`src/rtl/cag_pkg.sv`:
```
package cag_pkg;
  typedef enum logic [1:0] {
    RES_OK        = 2'd0,
    RES_TRAP_DFLT = 2'd1,
    RES_TRAP_L2   = 2'd2,
    RES_TRAP_L3   = 2'd3
  } accResult_e;

  typedef enum logic [2:0] {
    SEL_CNT    = 3'd0,
    SEL_UEN    = 3'd1,
    SEL_ISET   = 3'd2,
    SEL_ICLR   = 3'd3,
    SEL_CTRL   = 3'd4,
    SEL_CTRL32 = 3'd5,
    SEL_RSV6   = 3'd6,
    SEL_RSV7   = 3'd7
  } regSel_e;

  typedef struct packed {
    logic    wrUen;
    logic    setInt;
    logic    clrInt;
    logic    wrCtrl;
    logic    wrCtrl32;
    logic    rdEn;
    regSel_e rdSel;
  } regStrobe_t;
endpackage

```
`src/rtl/cag_ctrl.sv`:
```
module cag_ctrl
  import cag_pkg::*;
(
  input  logic       accValid,
  input  logic       accWrite,
  input  logic [2:0] accSel,
  input  logic [1:0] curLevel,
  input  logic       secureBelowTop,
  input  logic       l2TrapEn,
  input  logic       uenNonZero,
  input  logic       l3TrapEn,
  output logic [1:0] accResult,
  output regStrobe_t stb
);
  logic       permFault;
  logic       userChk;
  logic       tierChk;
  accResult_e res;
  logic       go;

  always_comb begin
    permFault = 1'b0;
    userChk   = 1'b0;
    tierChk   = 1'b1;
    case (regSel_e'(accSel))
      SEL_CNT:  userChk = 1'b1;
      SEL_UEN:  permFault = accWrite && (curLevel == 2'd0);
      SEL_ISET,
      SEL_ICLR: permFault = (curLevel == 2'd0);
      SEL_CTRL: begin
        permFault = (curLevel != 2'd3);
        tierChk   = 1'b0;
      end
      SEL_CTRL32: begin
        permFault = (curLevel == 2'd0);
        tierChk   = 1'b0;
      end
      default:  permFault = 1'b1;
    endcase
  end

  always_comb begin
    if (permFault || (userChk && (curLevel == 2'd0) && !uenNonZero))
      res = RES_TRAP_DFLT;
    else if (tierChk && (curLevel < 2'd2) && l2TrapEn && !secureBelowTop)
      res = RES_TRAP_L2;
    else if (tierChk && (curLevel != 2'd3) && l3TrapEn)
      res = RES_TRAP_L3;
    else
      res = RES_OK;
  end

  assign accResult = res;
  assign go        = accValid && (res == RES_OK);

  always_comb begin
    stb          = '0;
    stb.rdSel    = regSel_e'(accSel);
    stb.rdEn     = go && !accWrite;
    stb.wrUen    = go && accWrite && (accSel == SEL_UEN);
    stb.setInt   = go && accWrite && (accSel == SEL_ISET);
    stb.clrInt   = go && accWrite && (accSel == SEL_ICLR);
    stb.wrCtrl   = go && accWrite && (accSel == SEL_CTRL);
    stb.wrCtrl32 = go && accWrite && (accSel == SEL_CTRL32);
  end
endmodule

```
`src/rtl/cag_dp.sv`:
```
module cag_dp
  import cag_pkg::*;
#(
  parameter int          UEN_W      = 4,
  parameter int          INT_W      = 8,
  parameter int          CTRL_W     = 64,
  parameter int          ALIAS_W    = 32,
  parameter logic [31:0] ALIAS_MASK = 32'h0001_C0C0
) (
  input  logic              clk,
  input  logic              rst_n,
  input  regStrobe_t        stb,
  input  logic [CTRL_W-1:0] accWdata,
  output logic [UEN_W-1:0]  uenVal,
  output logic [INT_W-1:0]  intVal,
  output logic [CTRL_W-1:0] ctrlVal,
  output logic [CTRL_W-1:0] accRdata
);
  localparam logic [ALIAS_W-1:0] MASK_W = ALIAS_MASK[ALIAS_W-1:0];

  logic [CTRL_W-1:0] aliasNext;
  logic [CTRL_W-1:0] aliasView;

  generate
    if (ALIAS_W < CTRL_W) begin : g_narrow
      assign aliasNext = {{(CTRL_W-ALIAS_W){1'b0}}, accWdata[ALIAS_W-1:0] & MASK_W};
      assign aliasView = {{(CTRL_W-ALIAS_W){1'b0}}, ctrlVal[ALIAS_W-1:0]};
    end else begin : g_full
      assign aliasNext = accWdata & CTRL_W'(MASK_W);
      assign aliasView = ctrlVal;
    end
  endgenerate

  always_ff @(posedge clk or negedge rst_n) begin
    if (!rst_n) begin
      uenVal  <= '0;
      intVal  <= '0;
      ctrlVal <= '0;
    end else begin
      if (stb.wrUen)    uenVal  <= accWdata[UEN_W-1:0];
      if (stb.setInt)   intVal  <= intVal | accWdata[INT_W-1:0];
      if (stb.clrInt)   intVal  <= intVal & ~accWdata[INT_W-1:0];
      if (stb.wrCtrl)   ctrlVal <= accWdata;
      if (stb.wrCtrl32) ctrlVal <= aliasNext;
    end
  end

  always_comb begin
    accRdata = '0;
    if (stb.rdEn) begin
      case (stb.rdSel)
        SEL_UEN:    accRdata = CTRL_W'(uenVal);
        SEL_ISET,
        SEL_ICLR:   accRdata = CTRL_W'(intVal);
        SEL_CTRL:   accRdata = ctrlVal;
        SEL_CTRL32: accRdata = aliasView;
        default:    accRdata = '0;
      endcase
    end
  end
endmodule

```
`src/rtl/cntr_access_gate.sv`:
```
module cntr_access_gate
  import cag_pkg::*;
#(
  parameter int          UEN_W      = 4,
  parameter int          INT_W      = 8,
  parameter int          CTRL_W     = 64,
  parameter int          ALIAS_W    = 32,
  parameter int          TRAP_BIT   = 6,
  parameter logic [31:0] ALIAS_MASK = 32'h0001_C0C0
) (
  input  logic              clk,
  input  logic              rst_n,
  input  logic              accValid,
  input  logic              accWrite,
  input  logic [2:0]        accSel,
  input  logic [CTRL_W-1:0] accWdata,
  input  logic [1:0]        curLevel,
  input  logic              secureBelowTop,
  input  logic              l2TrapEn,
  output logic [1:0]        accResult,
  output logic [CTRL_W-1:0] accRdata
);
  regStrobe_t        stb;
  logic [UEN_W-1:0]  uenVal;
  logic [INT_W-1:0]  intVal;
  logic [CTRL_W-1:0] ctrlVal;

  cag_ctrl u_ctrl (
    .accValid       (accValid),
    .accWrite       (accWrite),
    .accSel         (accSel),
    .curLevel       (curLevel),
    .secureBelowTop (secureBelowTop),
    .l2TrapEn       (l2TrapEn),
    .uenNonZero     (|uenVal),
    .l3TrapEn       (ctrlVal[TRAP_BIT]),
    .accResult      (accResult),
    .stb            (stb)
  );

  cag_dp #(
    .UEN_W      (UEN_W),
    .INT_W      (INT_W),
    .CTRL_W     (CTRL_W),
    .ALIAS_W    (ALIAS_W),
    .ALIAS_MASK (ALIAS_MASK)
  ) u_dp (
    .clk      (clk),
    .rst_n    (rst_n),
    .stb      (stb),
    .accWdata (accWdata),
    .uenVal   (uenVal),
    .intVal   (intVal),
    .ctrlVal  (ctrlVal),
    .accRdata (accRdata)
  );
endmodule

```
`config.mk`:
```
export PLATFORM = sky130hd
export DESIGN_NAME = cntr_access_gate
export DESIGN_NICKNAME = d
export VERILOG_FILES = /design/src/rtl/cag_pkg.sv /design/src/rtl/cag_ctrl.sv /design/src/rtl/cag_dp.sv /design/src/rtl/cntr_access_gate.sv
export SDC_FILE = /design/constraint.sdc
export NUM_CORES = 1
export LEC_CHECK = 0
export ABC_AREA = 1
export BUFFER_PORTS_ARGS = -buffer_cell sky130_fd_sc_hd__buf_2
export CELL_PAD_IN_SITES_DETAIL_PLACEMENT = 1
export CELL_PAD_IN_SITES_GLOBAL_PLACEMENT = 2
export CORE_ASPECT_RATIO = 1.5
export CORE_UTILIZATION = 30
export CTS_BUF_LIST = sky130_fd_sc_hd__clkbuf_4 sky130_fd_sc_hd__clkbuf_8 sky130_fd_sc_hd__clkbuf_16
export DETAILED_ROUTE_END_ITERATION = 7
export GPL_ROUTABILITY_DRIVEN = 1
export GPL_TIMING_DRIVEN = 1
export PLACE_DENSITY = 0.94
export SLEW_MARGIN = 15
export SYNTH_ARGS = -nofsm -noshare
export SYNTH_HDL_FRONTEND = slang
export SYNTH_SLANG_ARGS = --single-unit
```
`constraint.sdc`:
```
create_clock -name clk -period 6.92 [get_ports clk]
set_clock_uncertainty 0.2 [all_clocks]
set_input_delay 1.384 -clock clk [delete_from_list [all_inputs] [get_ports clk]]
set_output_delay 1.384 -clock clk [all_outputs]
set_load 0.05 [all_outputs]
```
======== Word-level counts from Yosys, hierarchy flattened ========
Cells that the tools add are included.
W data, S select, Z words.
storage, ports and cells
  register bits after elaboration ......... 76
  word-level logic and storage cells ...... 54
  input bits .............................. 75
  output and inout bits ................... 66
operators by class
  muxes and demuxes ....................... 12
  bitwise gates (word level) .............. 3
  reduce and logical (&&, ||, !) cells .... 29
  eq/ne operators ......................... 6
  magnitude comparators ................... 1
operators by type and width
  operator              count
  $pmux W64 S4          1
  $mux W64              3
  $logic_and A1 B1 Y1   16
  $mux W8               2
  $and A8 B8 Y8         1
  $not A8 Y8            1
  $or A8 B8 Y8          1
  $eq A3 B2 Y1 const B  2
  $eq A3 B3 Y1 const B  2
  $mux W2               3
  $logic_not A2 Y1      2
  $pmux W1 S4           1
  $reduce_bool A2 Y1    2
  $reduce_or A2 Y1      2
  $reduce_or A4 Y1      1
  $eq A3 B1 Y1 const B  1
  $logic_not A1 Y1      3
  $logic_not A3 Y1      1
  $reduce_or A3 Y1      1
  $lt A2 B2 Y1 const B  1
  $mux W1               2
  $ne A2 B2 Y1 const B  1
  $logic_or A1 B1 Y1    1

======== Logic depth before layout (Yosys ltp) ========
Gate-level depths: netlist of run 1.
  depth in word-level cells ............... 14
  mapped depth ............................ 13

======== Modules after synthesis ========
From an unflattened synthesis of run 1, not the netlist that was laid out.
unflattened totals
  cell total of the unflattened synthesis .. 476
  area total of the unflattened synthesis .. 3747.3 um2
modules (own cells, without submodules)
  module            cells an instance  sequential area each (um2)  times used  area an instance (um2)
  cag_dp            434                1901.8                      1           3527.1
  cag_ctrl          39                 0.0                         1           209.0
  cntr_access_gate  3                  0.0                         1           11.3

======== Worst setup path before layout of run 1 ========
OpenSTA, ideal clock, no wires.
  kind .................................... input-to-output
  start ................................... in accSel[2]
  end ..................................... out accRdata[32]
  cell stages on the path ................. 10
  arrival time ............................ 3.558 ns
  required time ........................... 5.336 ns
  path buffers ............................ 2
  setup slack ............................. 1.778 ns
  cell sequence ........................... buf_2 -> nand2_1 -> nand2_2 -> inv_2 -> nand2_1 -> nand2_1 -> nor3_2 -> buf_4 -> nand2_4 -> nor3b_1
between the ends
  longest elaborated chain between the ends .. 12
ends and longest elaborated chain
  item                                                        RTL line                        source
  start: declaration                                          cntr_access_gate.sv:15          input logic [2:0] accSel,
  $eq A3 B3 Y1                                                cag_ctrl.sv:25, cag_dp.sv:51
  $reduce_or A2 Y1 (no line)                                  --
  $mux W1                                                     cag_ctrl.sv:25                  case (regSel_e'(accSel))
  $logic_and A1 B1 Y1, on equally long branches (2 in a row)  cag_ctrl.sv:47, cag_ctrl.sv:45
  $mux W2 or $logic_and A1 B1 Y1 (tied branches)              cag_ctrl.sv:47, cag_ctrl.sv:45
  $mux W2                                                     cag_ctrl.sv:45                  else if (tierChk && (curLevel < 2'd2) && l2TrapEn && !secureBelowTop)
  $mux W2                                                     cag_ctrl.sv:43                  if (permFault || (userChk && (curLevel == 2'd0) && !uenNonZero))
  $logic_not A2 Y1                                            cag_ctrl.sv:54                  assign go = accValid && (res == RES_OK);
  $logic_and A1 B1 Y1                                         cag_ctrl.sv:54
  $logic_and A1 B1 Y1                                         cag_ctrl.sv:59                  stb.rdEn = go && !accWrite;
  $mux W64 (*)                                                cag_dp.sv:50                    if (stb.rdEn) begin
  end: declaration                                            cntr_access_gate.sv:21          output logic [CTRL_W-1:0] accRdata
Mark *: on every way between the ends. The rest lies on a longest branch, timed or not.

======== Final worst setup path of run 1 ========
  start ................................... in accSel[0]
  end ..................................... out accRdata[34]
The elaborated chain is that of the path after synthesis.

==> flow_metrics.env, run 1 <==
export IMPL_status="finished clean"
export IMPL_criticalPathCategory="input pin to output port"
export IMPL_yosys_warnings=0
export IMPL_rr_startpoint="u_dp.ctrlVal[6]$_DFFE_PN0P_"
export IMPL_rsz0062_at_grt="no"
export IMPL_postCtsSetupRepairBufs=0
export IMPL_end_kind="output port"
export IMPL_dp_hpwl_um=8347
export IMPL_grt_start_max_net_pins=79
export IMPL_overflow=0
export IMPL_clkTransAtPathRegs_ns=0.05
export IMPL_drc=0
export IMPL_maxSlewHeadroom_pct=33.45
export IMPL_cts_buffers=9
export IMPL_worstPathRequired_ns=5.34
export IMPL_hold_viol=0
export IMPL_portBuffers=140
export IMPL_synth_area_um2=4028
export IMPL_drtPass1Iterations=4
export IMPL_vias=3880
export IMPL_cts_max_path_buffers=2
export IMPL_startpoint_type="input pin"
export IMPL_finalCritPeriodShare_pct=80.09
export IMPL_finalSetupTns_ns=0
export IMPL_grtUsageTotal_pct=17.26
export IMPL_maxCapViolCount=0
export IMPL_p_leak_nw=2.632
export IMPL_die_area_um2=13900
export IMPL_setup_violations=0
export IMPL_initial_core_util_pct=30.94
export IMPL_antenna_left=0
export IMPL_antenna_found_initial=0
export IMPL_cp_max_fo=64
export IMPL_max_freq_mhz=180.4
export IMPL_timing_final_crit_period_ns=5.542
export IMPL_cp_slowest_cell="nand2_4"
export IMPL_cts_tree="yes"
export IMPL_core_area_um2=13020
export IMPL_hold_buffers=0
export IMPL_slew_viol_final=0
export IMPL_ys_ff_latch=76
export IMPL_critPathArrivalTime_ns=3.96
export IMPL_routed_wl_um=11930
export IMPL_crit_family="simple AND/OR/NAND/NOR gates"
export IMPL_place_congestion=0.7871
export IMPL_ys_async_sr_fraction_pct=100.0
export IMPL_area_growth_pct=26.37
export IMPL_vias_per_cell=4.918
export IMPL_cts_sinks=76
export IMPL_utilization_pct=39.10
export IMPL_fp_dieH_um=143.9
export IMPL_vdd_drop_max_uv=117.8
export IMPL_ys_types=24
export IMPL_htreeDepth=3
export IMPL_root_buffer="clkbuf_16"
export IMPL_ctsResizeCount=0
export IMPL_diodes=0
export IMPL_hold_class="register to register"
export IMPL_crit_buf_inv=5
export IMPL_synth_cells=507
export IMPL_slowest_delay_ns=0.46
export IMPL_tightest_slew_ns=0.9982
export IMPL_nets=702
export IMPL_ys_seq_area_share_pct=47.22
export IMPL_die_x_um=96.61
export IMPL_cp_startpoint="accSel[0]"
export IMPL_syn_num_nets=582
export IMPL_syn_area_per_cell_um2=7.944
export IMPL_grt_pass1_vias=3942
export IMPL_placementRows=51
export IMPL_ioPinCount=141
export IMPL_grt_pass1_wl_um=19140
export IMPL_synth_edf_count=0
export IMPL_worst_skew_pair_late_latency_ns=0.33
export IMPL_drive_above_1_share_pct=31.11
export IMPL_drtIter0Drc=90
export IMPL_powerDensity_nw_per_um2=258.7
export IMPL_wire_per_inst_um=15.12
export IMPL_synth_ff_type="dfrtp_1"
export IMPL_crit_chain="buf_2 -> nor2_1 -> nand2_2 -> buf_4 -> nand2_2 -> inv_2 -> nand2_1 -> nand2_1 -> nor3_2 -> buf_4 -> nand2_4 -> nor3b_1 -> buf_2"
[path summary, 6_finish.rpt]
kind	to	slack, ns	depth (start not counted)
hold / removal	register	0.27	2
setup / recovery	accRdata[34]	1.38	13
setup reg to reg	u_dp.ctrlVal[7]$_DFFE_PN0P_	4.03	10
hold reg to reg	register	0.27	2
max in group asynchronous	u_dp.ctrlVal[41]$_DFFE_PN0P_	4.85	1
min in group asynchronous	u_dp.ctrlVal[10]$_DFFE_PN0P_	1.01	1
[layer usage]
layer  global-route usage (%)  part of all wire (%)  vias to the layer above
met1                    19.85                    41                     1889
li1                         -                     -                     1877
met3                    2.335                   2.8                       20
met5                        0                     0                        -
met4                    7.227                   2.2                        0
met2                    31.99                    54                       94
[power breakdown]
part / total (mW) / leakage [nW] / switching, mW / internal [mW]
Clock: 0.423 / 0.134 / 0.172 / 0.250
Combinational: 0.273 / 1.53 / 0.161 / 0.112
Sequential: 0.621 / 0.969 / 0.0614 / 0.560
[logic make-up (layout without fill, tap and decap cells)]
group	after synthesis	in the layout	synth area share (%)
AO/OA/AOI/OAI	77	77	10.25
AND/OR/NAND/NOR	293	293	35.63
flip-flops	76	76	47.22
buffers and inverters	61	184	6.897
[cells in the final DEF (no fill, tap or decap), types with 6 or more instances in the layout]
master	n
nand2_1	183
buf_2	137
dfrtp_1	76
o21ai_1	64
nor2_1	47
nor3b_2	28
inv_1	23
nand3_1	11
nand4_1	10
clkbuf_16	9
buf_4	6
[cells in the mapped netlist, types with 3 or more instances]
library cell,instances,area share [%]
nand2_1,184,17
dfrtp_1,76,47
o21ai_1,64,8.0
nor2_1,47,4.4
nor3b_2,28,8.7
inv_1,23,2.1
buf_2,18,2.2
clkbuf_1,14,1.3
nand3_1,12,1.5
nand4_1,10,1.6
a221oi_1,4,0.87
a22oi_1,4,0.75
nor3b_1,4,0.75
o21ai_0,4,0.50
buf_6,3,0.84
[metrics by stage]
| stage | hold slack [ns] | worst slack [ns] | power, mW | area, um2 | std cells |
|---|---|---|---|---|---|
| after floorplan | 0.2418 | 1.778 | 0.8079 | 4028 | 507 |
| after global placement | 0.2563 | 1.491 | 0.8857 | 4828 | 775 |
| after detailed placement | 0.2641 | 1.335 | 0.9071 | 4828 | 775 |
| after CTS | 0.2760 | 1.324 | 1.337 | 5090 | 789 |
| after global routing | 0.2988 | 1.017 | 1.400 | 5090 | 789 |
| final | 0.2725 | 1.378 | 1.317 | 5090 | 789 |
[final cells by class]
cell class,count,area [um2]
sequential,76,1902
multi-input combinational,370,1863
clock buffer,11,246.5
clock inverter,3,15.01
tap,159,198.9
timing repair buffer,145,770.7
fill,1684,7928
inverter,25,93.84
[worst min-delay path, stage by stage, from the launching register on]
cell     delay, ns
dfrtp_1       0.34
nand2_1       0.05
nand2_1       0.05
No activity file was read; power rests on OpenSTA's default activity.
==> run 2, diff against run 1 <==
CORE_UTILIZATION = 28   (was 30)
PLACE_DENSITY = 0.89   (was 0.94)
clock period = 5.6 ns   (was 6.92 ns; I/O delays follow)
==> run 2 against run 1 <==
Count of clock-buffer cells in the layout grew 1; clock power rose by 24%; highest routed layer unchanged; cell count up 4.3%; total power is 23% higher; sequential power grew 24%; critical endpoint unchanged; flip-flop and latch count did not move; cell area grew 0.25%.
==> flow_metrics.env, run 2 (synthesis gave the netlist of run 1 again) <==
export IMPL_die_x_um=99.93
export IMPL_place_congestion=0.7699
export IMPL_slowest_delay_ns=0.51
export IMPL_holdPathStages=2
export IMPL_final_cell_mix="183 x nand2_1, 139 x buf_2, 76 x dfrtp_1"
export IMPL_end_kind="output port"
export IMPL_finalSetupTns_ns=0
export IMPL_drtIter0Drc=153
export IMPL_rsz0062_at_grt="no"
export IMPL_cp_max_fo=64
export IMPL_nets=702
export IMPL_hold_viol=0
export IMPL_cts_max_path_buffers=2
export IMPL_drive_above_1_share_pct=31.22
export IMPL_clkTransAtPathRegs_ns=0.06
export IMPL_setup_violations=0
export IMPL_grt_pass1_vias=4020
export IMPL_grtUsageTotal_pct=16.89
export IMPL_core_area_um2=14060
export IMPL_postCtsSetupRepairBufs=0
export IMPL_final_common_cell="nand2_1"
export IMPL_fill_cells=1783
export IMPL_cts_tree="yes"
export IMPL_seqPwrFrac_pct=47.3
export IMPL_dpl_cell_area_um2=4840
export IMPL_vias_per_cell=4.617
export IMPL_switchingPower_uw=486.5
export IMPL_antenna_left=0
export IMPL_critPathArrivalTime_ns=3.30
export IMPL_startpoint_type="input pin"
export IMPL_intPower_mw=1.139
export IMPL_powerDensity_nw_per_um2=318.6
export IMPL_die_area_um2=14880
export IMPL_place_ws_ns=0.9454
export IMPL_portBuffers=140
export IMPL_clockPowerShare_pct=32.4
export IMPL_routed_wl_um=11830
export IMPL_switching_share_pct=29.93
export IMPL_stdcell_area_um2=5102
export IMPL_grt_pass1_wl_um=19590
export IMPL_tightest_slew_ns=1.014
export IMPL_drtPass1Iterations=4
export IMPL_vdd_drop_max_uv=120.3
export IMPL_hold_buffers=0
export IMPL_worstPathRequired_ns=4.28
export IMPL_cts_buffers=9
export IMPL_hold_class="register to register"
export IMPL_root_buffer="clkbuf_16"
export IMPL_ioPinCount=141
export IMPL_rr_worst_depth=10
export IMPL_finalWorstSetupSlack_ns=0.9796
export IMPL_ff_latch_area_um2=1902
export IMPL_diodes=0
export IMPL_initial_core_util_pct=28.65
export IMPL_slew_viol_final=0
export IMPL_maxCapViolCount=0
export IMPL_crit_chain="buf_2 -> inv_1 -> nand2_1 -> nand2_1 -> nand2_1 -> nand2_1 -> nand3_1 -> nor3_2 -> nand2_4 -> nor3b_1 -> buf_2"
export IMPL_grt_start_max_net_pins=77
export IMPL_p_leak_nw=2.629
export IMPL_crit_top_cell="nand2_1"
export IMPL_antenna_found_initial=0
export IMPL_wire_per_inst_um=14.37
export IMPL_area_growth_pct=26.69
export IMPL_ctsResizeCount=0
export IMPL_vias=3800
export IMPL_dp_hpwl_um=8153
export IMPL_p_comb_share_pct=20.4
export IMPL_status="finished clean"
export IMPL_timing_final_crit_period_ns=4.620
export IMPL_overflow=0
export IMPL_drc=0
export IMPL_cp_slowest_cell="nand2_4"
export IMPL_hold_ws_ns=0.2766
export IMPL_placementRows=53
export IMPL_cts_sinks=76
export IMPL_finalCritPeriodShare_pct=82.51
export IMPL_max_freq_mhz=216.4
export IMPL_htreeDepth=3
export IMPL_maxSlewHeadroom_pct=32.37
export IMPL_worst_skew_pair_late_latency_ns=0.33
export IMPL_fp_dieH_um=148.9
export IMPL_multi_input_area_um2=1863
export IMPL_criticalPathCategory="input pin to output port"
## run 2: power groups by stage
stage / clock network (mW) / logic [mW] / registers [mW]
floorplan: 0 / 0.248 / 0.751
global placement: 0 / 0.322 / 0.771
detailed placement: 0 / 0.339 / 0.779
CTS: 0.549 / 0.339 / 0.770
global route: 0.569 / 0.380 / 0.788
finish: 0.526 / 0.331 / 0.768
## run 2: worst max-delay path: cells and delay by family
kind | cells | cell delay (ns)
buffers and inverters | 3 | 0.66
and+or+nand+nor | 8 | 1.49
## run 2: path summary, 6_finish.rpt
| check | start | to | slack [ns] |
|---|---|---|---|
| max in group asynchronous | rst_n | u_dp.ctrlVal[30]$_DFFE_PN0P_ | 3.78 |
| setup reg to reg | u_dp.ctrlVal[6]$_DFFE_PN0P_ | u_dp.ctrlVal[53]$_DFFE_PN0P_ | 2.71 |
| hold reg to reg | register | register | 0.28 |
| setup / recovery | accWrite | accRdata[34] | 0.98 |
| hold / removal | register | register | 0.28 |
| min in group asynchronous | rst_n | u_dp.ctrlVal[59]$_DFFE_PN0P_ | 0.75 |
## run 2: cell type report
type                    instances  area share (%)
clock buffers                  12           4.855
repair buffers                145           14.52
well taps                     192           4.708
flip-flops and latches         76           37.27
multi-input cells             370           36.51
clock inverters                 3          0.2943
inverters                      25           1.839
## run 2: layer usage
layer  global-route usage, %  vias to the layer above  wire [um]
met5                       0                        -          0
met4                   5.441                        0        165
met3                   3.608                        8        483
met2                   31.24                       80       6376
met1                   19.01                     1838       4805
li1                        -                     1874          -
## run 2: stage by stage
| stage | std cells | total power, mW | utilization [%] |
|---|---|---|---|
| floorplan | 507 | 0.9984 | - |
| global placement | 808 | 1.093 | 34.43 |
| detailed placement | 808 | 1.118 | 34.43 |
| CTS | 823 | 1.658 | 36.29 |
| global route | 823 | 1.737 | 36.29 |
| finish | 823 | 1.626 | 36.29 |
==> run 3, diff against run 2 <==
CORE_UTILIZATION = 25   (was 28)
PLACE_DENSITY = 0.84   (was 0.89)
clock period = 3.8 ns   (was 5.6 ns; I/O delays follow)
==> run 3 against run 2 <==
Non-clock buffer count is 4 higher; register-to-register slack worse by 1.4 ns; count of clock-buffer cells in the layout is 2 lower; global-route usage is 1.6 points lower; highest routed layer unchanged; clock power is 100% higher; critical endpoint is now accRdata[58]; wire length is 2.5% higher; cell count is 1.9% higher; largest cell class unchanged; combinational power is 49% higher; first-iteration DRC count is 14% lower.
==> flow_metrics.env, run 3 (synthesis gave the netlist of run 1 again) <==
export IMPL_status="finished clean"
export IMPL_end_kind="output port"
export IMPL_worst_skew_pair_late_latency_ns=0.32
export IMPL_initial_core_util_pct=25.66
export IMPL_cts_tree="yes"
export IMPL_slowest_delay_ns=0.30
export IMPL_ioPinCount=141
export IMPL_cts_max_path_buffers=2
export IMPL_regToRegSetupSlack_ns=1.34
export IMPL_timing_final_crit_period_ns=3.576
export IMPL_clkTransAtPathRegs_ns=0.06
export IMPL_powerDensity_nw_per_um2=510.5
export IMPL_utilization_pct=33.55
export IMPL_placementRows=56
export IMPL_hold_ws_ns=0.2792
export IMPL_diodes=0
export IMPL_dp_hpwl_um=8468
export IMPL_slew_viol_final=0
export IMPL_rr_endpoint="u_dp.ctrlVal[28]$_DFFE_PN0P_"
export IMPL_setup_violations=0
export IMPL_cp_slowest_cell="buf_2"
export IMPL_place_ws_ns=0.2216
export IMPL_grtUsageTotal_pct=15.24
export IMPL_rsz0062_at_grt="no"
export IMPL_drive_above_1_share_pct=31.76
export IMPL_dpl_cell_area_um2=4896
export IMPL_tightest_slew_ns=0.9956
export IMPL_critPathArrivalTime_ns=2.62
export IMPL_portBuffers=140
export IMPL_ctsResizeCount=0
export IMPL_holdPathStages=2
export IMPL_startpoint_type="input pin"
export IMPL_stdcell_area_um2=5265
export IMPL_power_mw=2.688
export IMPL_rr_startpoint="u_dp.uenVal[3]$_DFFE_PN0P_"
export IMPL_final_cells=839
export IMPL_maxSlewHeadroom_pct=33.63
export IMPL_finalWorstSetupSlack_ns=0.2241
export IMPL_hold_viol=0
export IMPL_wire_per_inst_um=14.46
export IMPL_dp_cells=823
export IMPL_hold_class="register to register"
export IMPL_antenna_found_initial=0
export IMPL_place_congestion=0.7935
export IMPL_finalSetupTns_ns=0
export IMPL_core_area_um2=15700
export IMPL_p_leak_nw=2.692
export IMPL_die_x_um=105.6
export IMPL_rr_worst_depth=11
export IMPL_root_buffer="clkbuf_16"
export IMPL_postCtsSetupRepairBufs=0
export IMPL_max_freq_mhz=279.7
export IMPL_routed_wl_um=12130
export IMPL_maxCapViolCount=0
export IMPL_final_cell_mix="183 x nand2_1, 139 x buf_2, 76 x dfrtp_1"
export IMPL_die_area_um2=16630
export IMPL_drtIter0Drc=131
export IMPL_vdd_drop_max_uv=224.6
export IMPL_cts_sinks=76
export IMPL_cp_max_fo=47
export IMPL_grt_pass1_vias=4046
export IMPL_vias_per_cell=4.579
export IMPL_overflow=0
export IMPL_nets=706
export IMPL_crit_chain="buf_2 -> nor2_1 -> nand2_2 -> nand2_2 -> inv_2 -> nand2_1 -> nand2_1 -> nor3_2 -> nand2_4 -> buf_12 -> nor3b_2 -> buf_2"
export IMPL_hold_buffers=0
export IMPL_area_growth_pct=30.72
export IMPL_criticalPathCategory="input pin to output port"
export IMPL_final_common_cell="nand2_1"
export IMPL_finalCritPeriodShare_pct=94.10
export IMPL_antenna_left=0
export IMPL_grt_start_max_net_pins=91
export IMPL_htreeDepth=3
export IMPL_grt_pass1_wl_um=20140
export IMPL_fp_dieH_um=157.5
export IMPL_cts_buffers=9
export IMPL_drc=0
export IMPL_vias=3842
export IMPL_drtPass1Iterations=4
export IMPL_worstPathRequired_ns=2.84
run 3: cell type report:
| cell class | count | area (um2) |
|---|---|---|
| multi-input combinational | 370 | 1863 |
| fill | 1960 | 10430 |
| clock buffer | 10 | 232.7 |
| sequential | 76 | 1902 |
| timing repair buffer | 149 | 783.3 |
| inverter | 25 | 93.84 |
| clock inverter | 6 | 136.4 |
| tap | 203 | 254.0 |
run 3: power breakdown:
group	internal [mW]	total, mW	switching (mW)
Sequential	1.02	1.14	0.117
Clock	0.717	1.06	0.340
Combinational	0.207	0.494	0.288
run 3: critical path: cells and delay by family:
| kind | cells | cell delay, ns |
|---|---|---|
| buffers and inverters | 4 | 0.68 |
| and+or+nand+nor | 8 | 1.12 |
run 3: worst max-delay path by stage:
stage | cells past startpoint | slack [ns] | from | endpoint
finish | 12 | 0.22 | accSel[1] | accRdata[58]
global route | 12 | 0.08 | accSel[0] | accRdata[58]
CTS | 12 | 0.21 | accSel[0] | accRdata[58]
detailed placement | 12 | 0.22 | accSel[0] | accRdata[58]
global placement | 12 | 0.28 | accSel[0] | accRdata[59]
floorplan | 10 | -0.09 | accSel[2] | accRdata[32]
run 3: metal layers:
metal	vias up	track usage (%)	share of wire [%]
met3	11	2.609	4.0
met1	1845	18.59	43
li1	1883	-	-
met5	-	0	0
met4	0	4.497	1.2
met2	103	27.35	52
